<file path="src/rtl/gpio_bank_pkg.sv">
`timescale 1ns/1ps
package gpio_bank_pkg;

  localparam int unsigned WORD_W = 32;
  localparam int unsigned HALF_W = 16;

  typedef enum logic [2:0] {
    SEL_NONE,
    SEL_WIN_LO,
    SEL_WIN_HI,
    SEL_PIN_LVL,
    SEL_DIR,
    SEL_OE
  } sel_e;

  function automatic logic [WORD_W-1:0] win_lo_addr(int unsigned bank);
    return WORD_W'(8 * bank);
  endfunction

  function automatic logic [WORD_W-1:0] win_hi_addr(int unsigned bank);
    return WORD_W'(8 * bank + 4);
  endfunction

  function automatic logic [WORD_W-1:0] lvl_addr(int unsigned bank);
    return WORD_W'(32'h060 + 4 * bank);
  endfunction

  function automatic logic [WORD_W-1:0] dir_addr(int unsigned bank);
    return WORD_W'(32'h204 + 32'h40 * bank);
  endfunction

  function automatic logic [WORD_W-1:0] oe_addr(int unsigned bank);
    return WORD_W'(32'h208 + 32'h40 * bank);
  endfunction

  function automatic logic [WORD_W-1:0] impl_mask(int unsigned npins);
    logic [WORD_W-1:0] m;
    m = '0;
    for (int i = 0; i < int'(WORD_W); i++) begin
      if (i < int'(npins)) m[i] = 1'b1;
    end
    return m;
  endfunction

  function automatic logic [WORD_W-1:0] fixed_out_mask(int unsigned bank,
                                                       int unsigned npins);
    logic [WORD_W-1:0] m;
    m = '0;
    if (bank == 0) begin
      if (npins > 7) m[7] = 1'b1;
      if (npins > 8) m[8] = 1'b1;
    end
    return m;
  endfunction

endpackage

</file>
<file path="src/rtl/gpio_bank_decode.sv">
`timescale 1ns/1ps
module gpio_bank_decode
  import gpio_bank_pkg::*;
#(
  parameter int unsigned ADDR_W  = 12,
  parameter int unsigned BANK_ID = 0
) (
  input  logic [ADDR_W-1:0] addr,
  output sel_e              sel
);

  localparam logic [ADDR_W-1:0] A_LO  = ADDR_W'(win_lo_addr(BANK_ID));
  localparam logic [ADDR_W-1:0] A_HI  = ADDR_W'(win_hi_addr(BANK_ID));
  localparam logic [ADDR_W-1:0] A_LVL = ADDR_W'(lvl_addr(BANK_ID));
  localparam logic [ADDR_W-1:0] A_DIR = ADDR_W'(dir_addr(BANK_ID));
  localparam logic [ADDR_W-1:0] A_OE  = ADDR_W'(oe_addr(BANK_ID));

  always_comb begin
    if      (addr == A_LO)  sel = SEL_WIN_LO;
    else if (addr == A_HI)  sel = SEL_WIN_HI;
    else if (addr == A_LVL) sel = SEL_PIN_LVL;
    else if (addr == A_DIR) sel = SEL_DIR;
    else if (addr == A_OE)  sel = SEL_OE;
    else                    sel = SEL_NONE;
  end

endmodule

</file>
<file path="src/rtl/gpio_in_sync.sv">
`timescale 1ns/1ps
module gpio_in_sync #(
  parameter int unsigned WIDTH  = 32,
  parameter int unsigned STAGES = 2
) (
  input  logic             clk,
  input  logic             rst,
  input  logic [WIDTH-1:0] d,
  output logic [WIDTH-1:0] q
);

  logic [WIDTH-1:0] stage_q [STAGES];

  always_ff @(posedge clk) begin
    if (rst) begin
      for (int s = 0; s < int'(STAGES); s++) stage_q[s] <= '0;
    end else begin
      stage_q[0] <= d;
      for (int s = 1; s < int'(STAGES); s++) stage_q[s] <= stage_q[s-1];
    end
  end

  assign q = stage_q[STAGES-1];

endmodule

</file>
<file path="src/rtl/gpio_out_regs.sv">
`timescale 1ns/1ps
module gpio_out_regs
  import gpio_bank_pkg::*;
#(
  parameter int unsigned NUM_PINS = 32,
  parameter int unsigned BANK_ID  = 0
) (
  input  logic              clk,
  input  logic              rst,
  input  logic              wr_en,
  input  sel_e              sel,
  input  logic [WORD_W-1:0] wr_data,
  output logic [WORD_W-1:0] dout_q,
  output logic [WORD_W-1:0] dir_q,
  output logic [WORD_W-1:0] oe_q,
  output logic [WORD_W-1:0] drive_q
);

  localparam logic [WORD_W-1:0] IMPL  = impl_mask(NUM_PINS);
  localparam logic [WORD_W-1:0] FIXED = fixed_out_mask(BANK_ID, NUM_PINS);
  localparam int unsigned       NHALF = WORD_W / HALF_W;

  logic [WORD_W-1:0] dout_nx;
  logic [WORD_W-1:0] dir_nx;
  logic [WORD_W-1:0] oe_nx;

  // One keep/value merge per half-bank window.
  for (genvar h = 0; h < int'(NHALF); h++) begin : g_half
    localparam sel_e WIN = (h == 0) ? SEL_WIN_LO : SEL_WIN_HI;
    logic [HALF_W-1:0] keep;
    logic [HALF_W-1:0] val;
    logic [HALF_W-1:0] half_nx;

    assign keep = wr_data[WORD_W-1:HALF_W];
    assign val  = wr_data[HALF_W-1:0];

    always_comb begin
      half_nx = dout_q[h*HALF_W +: HALF_W];
      if (wr_en && sel == WIN)
        half_nx = (half_nx & keep) | (val & ~keep);
    end

    assign dout_nx[h*HALF_W +: HALF_W] = half_nx;
  end

  always_comb begin
    dir_nx = dir_q;
    oe_nx  = oe_q;
    if (wr_en && sel == SEL_DIR) dir_nx = (wr_data & IMPL) | FIXED;
    if (wr_en && sel == SEL_OE)  oe_nx  = wr_data & IMPL;
  end

  always_ff @(posedge clk) begin
    if (rst) begin
      dout_q  <= '0;
      dir_q   <= FIXED;
      oe_q    <= '0;
      drive_q <= '0;
    end else begin
      dout_q  <= dout_nx & IMPL;
      dir_q   <= dir_nx;
      oe_q    <= oe_nx;
      drive_q <= dir_nx & oe_nx;
    end
  end

endmodule

</file>
<file path="src/rtl/gpio_bank_ctrl.sv">
`timescale 1ns/1ps
module gpio_bank_ctrl
  import gpio_bank_pkg::*;
#(
  parameter int unsigned NUM_PINS = 32,
  parameter int unsigned BANK_ID  = 0,
  parameter int unsigned ADDR_W   = 12
) (
  input  logic                clk,
  input  logic                rst,
  input  logic [ADDR_W-1:0]   addr,
  input  logic                wr_en,
  input  logic [WORD_W-1:0]   wr_data,
  output logic [WORD_W-1:0]   rd_data,
  input  logic [NUM_PINS-1:0] pin_in,
  output logic [NUM_PINS-1:0] pin_out,
  output logic [NUM_PINS-1:0] pin_oe
);

  sel_e              sel;
  logic [WORD_W-1:0] dout_q;
  logic [WORD_W-1:0] dir_q;
  logic [WORD_W-1:0] oe_q;
  logic [WORD_W-1:0] drive_q;
  logic [NUM_PINS-1:0] lvl_sync;
  logic [WORD_W-1:0] lvl_word;

  gpio_bank_decode #(.ADDR_W(ADDR_W), .BANK_ID(BANK_ID)) u_dec (
    .addr (addr),
    .sel  (sel)
  );

  gpio_out_regs #(.NUM_PINS(NUM_PINS), .BANK_ID(BANK_ID)) u_regs (
    .clk     (clk),
    .rst     (rst),
    .wr_en   (wr_en),
    .sel     (sel),
    .wr_data (wr_data),
    .dout_q  (dout_q),
    .dir_q   (dir_q),
    .oe_q    (oe_q),
    .drive_q (drive_q)
  );

  gpio_in_sync #(.WIDTH(NUM_PINS), .STAGES(2)) u_sync (
    .clk (clk),
    .rst (rst),
    .d   (pin_in),
    .q   (lvl_sync)
  );

  assign lvl_word = WORD_W'(lvl_sync);

  always_ff @(posedge clk) begin
    if (rst) begin
      rd_data <= '0;
    end else begin
      unique case (sel)
        SEL_PIN_LVL: rd_data <= lvl_word;
        SEL_DIR:     rd_data <= dir_q;
        SEL_OE:      rd_data <= oe_q;
        default:     rd_data <= '0;
      endcase
    end
  end

  assign pin_out = dout_q[NUM_PINS-1:0];
  assign pin_oe  = drive_q[NUM_PINS-1:0];

endmodule

</file>
<file path="config.mk">
export PLATFORM = sky130hd
export DESIGN_NAME = gpio_bank_ctrl
export DESIGN_NICKNAME = d
export VERILOG_FILES = /design/src/rtl/gpio_bank_pkg.sv /design/src/rtl/gpio_bank_decode.sv /design/src/rtl/gpio_in_sync.sv /design/src/rtl/gpio_out_regs.sv /design/src/rtl/gpio_bank_ctrl.sv
export SDC_FILE = /design/constraint.sdc
export NUM_CORES = 1
export LEC_CHECK = 0
export BUFFER_PORTS_ARGS = -buffer_cell sky130_fd_sc_hd__buf_2
export CAP_MARGIN = 20
export CELL_PAD_IN_SITES_DETAIL_PLACEMENT = 1
export CELL_PAD_IN_SITES_GLOBAL_PLACEMENT = 1
export CORE_AREA = 2 2 144 146
export CTS_BUF_LIST = sky130_fd_sc_hd__clkbuf_4 sky130_fd_sc_hd__clkbuf_8
export CTS_CLUSTER_SIZE = 40
export DETAILED_ROUTE_END_ITERATION = 7
export DIE_AREA = 0 0 146 148
export PLACE_DENSITY = 0.82
export RECOVER_POWER = 100
export SLEW_MARGIN = 20
export SYNTH_ARGS = -nofsm -noshare
export SYNTH_HDL_FRONTEND = slang
export SYNTH_SLANG_ARGS = --single-unit
</file>
<file path="constraint.sdc">
create_clock -name clk -period 1.89 [get_ports clk]
set_input_delay 0.189 -clock clk [delete_from_list [all_inputs] [get_ports clk]]
set_output_delay 0.189 -clock clk [all_outputs]
set_load 0.005 [all_outputs]
</file>
# Word level (Yosys, flattened, before mapping)
# Memories as Yosys holds them, arrays and structs flattened.
# Cells that the tools add are included.
[word_totals]
reg_bits = 160
ramBits = 64
out_inout_bits = 96
memories = 1
[memory_table]
columns = ["name", "depth", "width", "read_ports", "rd_ports_with_merged_regs", "wr", "line_no", "text"]
rows = [
  ["u_sync.stage_q", 2, 32, 2, 0, 2, "gpio_in_sync.sv:12", "logic [WIDTH-1:0] stage_q [STAGES];"],
]
[op_classes]
n_eq_ne = 9
mux = 13
bitwise = 9
reduce_logical = 5
[ops]
columns = ["cell", "n"]
rows = [
  ["two-way mux 32 bit", 4],
  ["case mux 32 bit (3 select lines)", 1],
  ["bitwise AND 16 bit", 3],
  ["bitwise AND 32 bit", 1],
  ["bitwise OR 16 bit", 2],
  ["equality test 12 x 10 -> 1 bit (second input constant)", 2],
  ["NOT 16 bit", 1],
  ["two-way mux 3 bit", 5],
  ["equality test 12 x 3 -> 1 bit (second input constant)", 1],
  ["equality test 12 x 7 -> 1 bit (second input constant)", 1],
  ["zero test 12 bit", 1],
  ["equality test 3 x 2 -> 1 bit (second input constant)", 2],
  ["equality test 3 bit (second input constant)", 2],
  ["logical AND 1 bit", 4],
  ["equality test 3 x 1 -> 1 bit (second input constant)", 1],
  ["two-way mux 1 bit", 3],
  ["bitwise OR 1 bit", 2],
]

# Longest topological paths before layout
# Gate-level depths: netlist of the first run.
[logic_depth]
depth_word = 10
mapped_depth = 7
mapped_depth_nobuf = 4

# Modules after synthesis
# From an unflattened synthesis of the first run, not the netlist that was laid out.
[unflattened]
hier_cells = 935
area_unflattened_um2 = 8992.4
[by_module_without_submodules]
columns = ["mod", "instances", "cells_per_inst", "area_each_um2"]
rows = [
  ["gpio_out_regs", 1, 608, 5207.5],
  ["gpio_in_sync", 1, 167, 2158.3],
  ["gpio_bank_ctrl", 1, 146, 1526.5],
  ["gpio_bank_decode", 1, 14, 100.1],
]

# Least setup slack after synthesis of the first run
# Ideal clock, no wire load.
[synth_timing]
path_type = "input to register"
start = "input port addr[5]"
end = "register u_regs.drive_q[10]"
setup_time_ps = 132
arrival_time_ps = 1327
required_time_ps = 1758
slack_ps = 431
path_stages = 5
n_path_buf = 1
path_cell_list = "nor4_4 -> nand4_1 -> clkbuf_1 -> a21oi_1 -> nor3_1"
[synth_via]
elab_chain_len = 10
word_cells_on_any_way = 17
cone_classes = "eq/ne (6); mux (7); bitwise (1); reduce/logical (3)"
[synth_rtl]
columns = ["item", "line_no", "text"]
rows = [
  ["from (decl)", "gpio_bank_ctrl.sv:11", "input logic [ADDR_W-1:0] addr,"],
  ["equality test 12 x 10 -> 1 bit", "gpio_bank_decode.sv:23", "else if (addr == A_OE) sel = SEL_OE;"],
  ["two-way mux 3 bit", "gpio_bank_decode.sv:23", ""],
  ["two-way mux 3 bit", "gpio_bank_decode.sv:22", "else if (addr == A_DIR) sel = SEL_DIR;"],
  ["two-way mux 3 bit", "gpio_bank_decode.sv:21", "else if (addr == A_LVL) sel = SEL_PIN_LVL;"],
  ["two-way mux 3 bit", "gpio_bank_decode.sv:20", "else if (addr == A_HI) sel = SEL_WIN_HI;"],
  ["two-way mux 3 bit (*)", "gpio_bank_decode.sv:19", "if (addr == A_LO) sel = SEL_WIN_LO;"],
  ["equality test 3 bit, on equally long branches", "gpio_out_regs.sv:49, gpio_out_regs.sv:50", ""],
  ["logical AND 1 bit, on equally long branches", "gpio_out_regs.sv:49, gpio_out_regs.sv:50", ""],
  ["two-way mux 32 bit, on equally long branches", "gpio_out_regs.sv:49, gpio_out_regs.sv:50", ""],
  ["bitwise AND 32 bit (*)", "gpio_out_regs.sv:63", "drive_q <= dir_nx & oe_nx;"],
  ["to (signal assigned)", "gpio_out_regs.sv:63", ""],
  ["to (decl)", "gpio_out_regs.sv:16", "output logic [WORD_W-1:0] drive_q"],
]
# Mark *: on every way between the ends. The rest lies on a longest branch, timed or not.
# A chain may end at the register's enable or synchronous reset.

# Final worst setup path of the first run
[layout_timing]
start = "input port addr[5]"
end = "register u_regs.drive_q[30]"
# Same word-level chain as after synthesis.

==> results.ini, run 1 <==
[worst_setup_path]
ff2ff_path_depth=2
rr_startpoint=u_regs.dir_q[0]
end_kind=flop
worstPathArrival_ns=2.08
r2r_end=u_regs.drive_q[0]
critical_path_class=primary input to flop
reg2reg_slack_ns=1.05
startpoint_type=primary input
critPathMaxFanout=24
cp_data_required_time_ns=2.33

[yosys]
yosysSeqAreaShare_pct=54.30
synth_top_family_by_area=simple AND/OR/NAND/NOR gates
syn_avg_cell_area_um2=8.832
synth_edf_count=0
synthAdderAreaFrac_pct=0
ys.flop_type=dfxtp_1
ys_warn_count=0
yosys.area_share.simple_pct=25.89
yosysUniqueCellTypes=31
synth_fp_nets=1014
yosys_register_bits=224
synth_xor_area_share_pct=0.1061
synth_top_area_share_pct=54.30
synth_area_leaders=dfxtp_1 (54%), nand2_1 (7.2%), nor2b_1 (6.2%)
synth_top_cell_by_area=dfxtp_1
synthArstFlopShare_pct=0
syn-cell-area_um2=8258
synth_compound_area_share_pct=13.33
synthCells=935
synth_mux_area_share_pct=1.939

[clock_tree]
cts_setup_buffers=0
root_buffer=clkbuf_8
clock_sinks=224
cts_tree=done
path_clk_slew_ns=0.07
postCtsHoldBufs=64
clk_latency_ns=0.54
numCtsBuffers=38
ctsResizeCount=0
cts.path.max_buffers=3
cts_max_level=2

[pwr]
p_per_area_nw_per_um2=897.4
ir_drop_uv=525.6
seq_power_share_pct=49.7
p_int_mw=7.399
power_frac_comb_pct=5.3
finalPower_mw=9.658
power.leakage_nw=3.972
p_switching_mw=2.259
clkPwrFrac_pct=44.9
power_switching_share_pct=23.39

[status]
status=finished clean

[floorplan]
start_util_pct=41.21
core-area_um2=20040
die_x_um=146
rows=52
dieArea_um2=21610
io_pins=175
die_h_um=148

[detailed_routing]
drt_iter0_drc=462
drc=0
ant_nets=0
wl_met1_mm=12.09
firstDrtPassIters=4
wl_per_cell_um=19.14
top_layer=met4
met3_length_mm=1.408
wl_mm=27.91
viasPerCell=5.434
wl_met2_mm=13.71
num_vias=7923

[placed_design]
dp_hpwl_mm=16.84
io_buffers=174
gp_congestion=0.7775

[final_layout]
finalNetCount=1243
num-fill-cells=2431
layout-drive-gt1-share_pct=17.59
mostFrequentLayoutCell=dfxtp_1
syn_to_final_growth_pct=30.32
antenna_cells=0
layout_common_cells=dfxtp_1 (224), nand2_1 (158), buf_2 (109), a21oi_1 (92), nor2b_1 (80)

[grt]
grt_max_degree=63
grt_pass1_wl_mm=44.42
grt_pass1_vias=8338
antenna_found_initial=0
grtUsageTotal_pct=25.47
overflow=0

[sta]
post-route-period-util_pct=86.51
rsz0062_at_grt=no
fmax_ghz=0.6116
fin_tns_setup_ns=0
finalHoldViolCount=0
period_minus_slack_ns=1.635
worst_pin_slew_ns=0.9890
setup_violations=0
clock_skew_ns=0.02312
max-slew-margin-rel_pct=34.07
finalMaxSlewViolations=0

[worst_hold_path]
holdCritStartpoint=addr[9]
hp-class=primary input to flop
holdPathStages=5

[run]
drv_cap=0

stage by stage:
stage                     cell area, um^2  hold WS, ns  cells  util [%]  setup WS [ns]
final                               10760       0.3713   1458     53.70         0.2549
after global routing                10760       0.3844   1458     53.70         0.1586
after CTS                           10930      0.01383   1458     54.56         0.4383
after detailed placement             9542       0.4045   1330     47.61       -0.07610
after global placement               9542       0.4006   1330     47.61        0.06195
after floorplan                      8258       0.2907    935         -         0.4313
critical path, cell delays in order:
cell and delay (ns):
clkbuf_1 0.14, nor4_4 0.50, and4_1 0.34, clkbuf_2 0.45
o22ai_1 0.18, nor3_1 0.26
synth_stat cells, drive strengths merged (4+ instances only):
cell type	n
clkbuf	47
dfxtp	224
nor2b	82
o31ai	17
a21oi	92
o21ai	16
nand3	64
nand4	19
buf	35
and4	4
nand2	158
nor3	48
nand2b	32
o22ai	30
a31oi	32
mux2i	16
worst max-delay path by stage:
stage / start / slack (ns) / to
after floorplan: addr[5] / 0.43 / u_regs.drive_q[10]
after global placement: addr[5] / 0.06 / u_regs.drive_q[20]
after detailed placement: addr[5] / -0.08 / u_regs.drive_q[21]
after CTS: addr[5] / 0.44 / u_regs.drive_q[0]
after global routing: addr[5] / 0.16 / u_regs.drive_q[31]
final: addr[5] / 0.25 / u_regs.drive_q[30]
routing by layer:
layer	GRT usage, %	vias to the layer above
met5	0	-
met3	4.784	63
met1	32.13	3916
met2	44.72	261
met4	7.184	0
li1	-	3683
kinds of logic (layout without fill, tap and decap cells):
kind of cell              after synthesis  after routing
AOI/OAI and AO/OA                     191            191
muxes                                  16             16
xor gates and xnor gates                1              1
DFF                                   224            224
buffers and inverters                  82            335
and+or+nand+nor                       421            421
power groups by stage:
stage / registers [mW] / clock network, mW / logic (mW)
2_1_floorplan: 4.90 / 0 / 0.174
3_3_place_gp: 4.90 / 0 / 0.405
3_5_place_dp: 4.90 / 0 / 0.413
4_1_cts: 4.80 / 4.40 / 0.517
5_1_grt: 4.80 / 4.63 / 0.553
6_report: 4.80 / 4.34 / 0.515
final cells by class:
type | instances | area (um^2) | share of cell area [%]
clock buffers | 56 | 701.9 | 6.522
multi-input cells | 629 | 3417 | 31.75
repair buffers | 271 | 1772 | 16.46
flip-flops and latches | 224 | 4484 | 41.67
clock inverters | 8 | 48.80 | 0.4534
well taps | 270 | 337.8 | 3.139
Power figures use the tool's default switching activity.
==> run 2, diff against run 1 <==
--- a/config.mk
+++ b/config.mk
@@ -5,16 +5,17 @@
 export SDC_FILE = /design/constraint.sdc
 export NUM_CORES = 1
 export LEC_CHECK = 0
+export ABC_AREA = 1
 export BUFFER_PORTS_ARGS = -buffer_cell sky130_fd_sc_hd__buf_2
 export CAP_MARGIN = 20
 export CELL_PAD_IN_SITES_DETAIL_PLACEMENT = 1
 export CELL_PAD_IN_SITES_GLOBAL_PLACEMENT = 1
-export CORE_AREA = 2 2 144 146
+export CORE_AREA = 2 2 148 150
 export CTS_BUF_LIST = sky130_fd_sc_hd__clkbuf_4 sky130_fd_sc_hd__clkbuf_8
 export CTS_CLUSTER_SIZE = 40
 export DETAILED_ROUTE_END_ITERATION = 7
-export DIE_AREA = 0 0 146 148
-export PLACE_DENSITY = 0.82
+export DIE_AREA = 0 0 150 152
+export PLACE_DENSITY = 0.83
 export RECOVER_POWER = 100
 export SLEW_MARGIN = 20
 export SYNTH_ARGS = -nofsm -noshare
==> run 2 against run 1 <==
Effect of this change:
- power up 2.3%
- largest cell class unchanged
- first-iteration DRC count down 2.6%
- largest power group unchanged
- synthesized area up 3.0%
- utilization down 2.2 points
- die area up 5.5%
- highest routed layer unchanged
==> results.ini, run 2 <==
[floorplan]
die_h_um=152
io_pins=175
core-area_um2=21350
dieArea_um2=22800
die_x_um=150
rows=54
start_util_pct=39.84

[yosys]
synth_most_common_cell=inv_1
ys_warn_count=0
yosys_register_bits=224
synthArstFlopShare_pct=0
synth_xor_area_share_pct=0
synthCells=1139
syn_avg_cell_area_um2=7.468
synth_top_area_share_pct=52.72
yosys.area_share.simple_pct=29.63
synth_top_family_by_area=simple AND/OR/NAND/NOR gates
synth_area_leaders=dfxtp_1 (53%), inv_1 (10%), nand3_1 (8.5%)
yosysSeqAreaShare_pct=52.72
syn-cell-area_um2=8506
synthAdderAreaFrac_pct=0
synth_top_cell_by_area=dfxtp_1
synth_fp_nets=1218
synth_edf_count=0
yosysUniqueCellTypes=23
synth_compound_area_share_pct=3.751
synth_mux_area_share_pct=0
ys.flop_type=dfxtp_1
ys_top_cells_by_count=inv_1 (228), dfxtp_1 (224), nand2_1 (175)

[worst_setup_path]
ff2ff_path_depth=4
rr_startpoint=u_regs.oe_q[0]
worstPathArrival_ns=1.84
reg2reg_slack_ns=1.01
startpoint=addr[5]
critical_path_class=primary input to flop
startpoint_type=primary input
cp_data_required_time_ns=2.36
r2r_end=u_regs.drive_q[0]
critPathMaxFanout=9
critPathCapture=rd_data[0]
end_kind=flop

[status]
status=finished clean

[run]
drv_cap=0

[final_layout]
num-fill-cells=2760
mostFrequentLayoutCell=inv_1
final_core_util_pct=51.53
fin_cells=1683
finalNetCount=1454
layout-drive-gt1-share_pct=15.91
syn_to_final_growth_pct=29.35
layout_common_cells=inv_1 (228), dfxtp_1 (224), nand2_1 (176), nand3_1 (146), nor2_1 (137)

[clock_tree]
clock_sinks=224
numCtsBuffers=39
cts.path.max_buffers=3
root_buffer=clkbuf_8
cts_setup_buffers=0
cts_tree=done
path_clk_slew_ns=0.07
clk_latency_ns=0.53
cts_max_level=2

[grt]
grt_pass1_vias=8656
grt_max_degree=103
grt_pass1_wl_mm=46.00
overflow=0
antenna_found_initial=1
grtUsageTotal_pct=25.78

[placed_design]
dp_hpwl_mm=19.00
dp_cells=1556
gp_congestion=0.8208
io_buffers=174

[pwr]
power_switching_share_pct=23.21
power.leakage_nw=5.529
p_int_mw=7.587
p_switching_mw=2.292
power_frac_comb_pct=5.0
seq_power_share_pct=48.7
ir_drop_uv=435.7
p_per_area_nw_per_um2=898.0
clkPwrFrac_pct=46.4

[detailed_routing]
drc=0
wl_mm=29.77
firstDrtPassIters=5
wl_per_cell_um=17.69
num_vias=8460
drt_iter0_drc=450
viasPerCell=5.027
ant_nets=0

[sta]
fin_tns_setup_ns=0
rsz0062_at_grt=no
finalMaxSlewViolations=0
period_minus_slack_ns=1.368
finalHoldViolCount=0
clock_skew_ns=0.01154
post-route-period-util_pct=72.36
fmax_ghz=0.7312
worst_pin_slew_ns=0.6109
max-slew-margin-rel_pct=59.27
setup_violations=0

[worst_hold_path]
hp-class=primary input to flop

[run 2: cell types whose count changed in the layout (fill, tap and decap cells not counted), moves of 12 or more]
cell | before | now
nor2_1 | 3 | 137
nor2b_1 | 80 | 0
o21ai_0 | 16 | 28
o31ai_1 | 16 | 0
nand4_1 | 19 | 83
a21oi_1 | 92 | 33
nand2b_1 | 32 | 0
nand2_1 | 158 | 176
a31oi_1 | 32 | 0
mux2i_1 | 16 | 0
inv_1 | 0 | 228
o22ai_1 | 30 | 0
nor3_1 | 48 | 0
nand3_1 | 64 | 146
[run 2: cell families (layout without fill, tap and decap cells)]
logic type | after synthesis | in the layout
flops | 224 | 224
compound gates | 63 | 63
other cells | 0 | 1
buf+inv | 303 | 566
simple gates | 549 | 549
[run 2: routing by layer]
| layer | global-route usage (%) | wire, um | vias up |
|---|---|---|---|
| li1 | - | - | 4005 |
| met1 | 32.62 | 12570 | 4079 |
| met2 | 42.57 | 14130 | 302 |
| met3 | 5.465 | 2047 | 74 |
| met4 | 10.56 | 1022 | 0 |
| met5 | 0 | 0 | - |
[run 2: how the worst min path moves through the flow]
stage,start,end,depth (start not counted)
6_report,wr_data[23],u_regs.oe_q[23],3
3_5_place_dp,pin_in[5],u_sync.stage_q[0][5],3
4_1_cts,wr_data[23],u_regs.oe_q[23],3
2_1_floorplan,pin_in[0],u_sync.stage_q[0][0],2
5_1_grt,wr_data[23],u_regs.oe_q[23],3
3_3_place_gp,pin_in[13],u_sync.stage_q[0][13],3
[run 2: layout make-up]
cell class | instances | area [um^2] | area share, %
antenna | 1 | 2.502 | 0.02275
clock buffer | 61 | 777.0 | 7.062
clock inverter | 7 | 42.54 | 0.3867
inverter | 236 | 885.9 | 8.052
multi-input combinational | 612 | 2803 | 25.47
sequential | 224 | 4484 | 40.76
tap | 280 | 350.3 | 3.184
timing repair buffer | 262 | 1657 | 15.06
[run 2: repair_timing]
item,CTS,global route
endpoints found under the hold margin,78,0
gates resized for setup,0,0
hold buffers,58,0
[run 2: metrics by stage]
stage,hold slack [ns],instance area [um^2],power (mW),setup slack (ns)
2_1_floorplan,0.2960,8506,5.079,0.5420
3_3_place_gp,0.3939,9731,5.288,0.2435
3_5_place_dp,0.3972,9731,5.298,0.1868
4_1_cts,0.0001885,11130,9.948,0.6394
5_1_grt,0.02127,11000,10.27,0.3399
6_report,0.02234,11000,9.879,0.5224
[run 2: worst max-delay path, stage by stage]
cell	delay (ns)
buf_2	0.11
nor2_1	0.12
nand2_2	0.12
inv_2	0.08
nand2_1	0.17
nand2_1	0.15
nand2_1	0.06
a21oi_1	0.38
buf_4	0.27
nand2_1	0.09
inv_1	0.10
[run 2: power groups by stage]
| stage | Clock, mW | Sequential [mW] | Combinational [mW] |
|---|---|---|---|
| after global routing | 4.93 | 4.81 | 0.533 |
| after CTS | 4.66 | 4.81 | 0.486 |
| after floorplan | 0 | 4.90 | 0.178 |
| final | 4.58 | 4.81 | 0.490 |
| after global placement | 0 | 4.91 | 0.382 |
| after detailed placement | 0 | 4.91 | 0.389 |
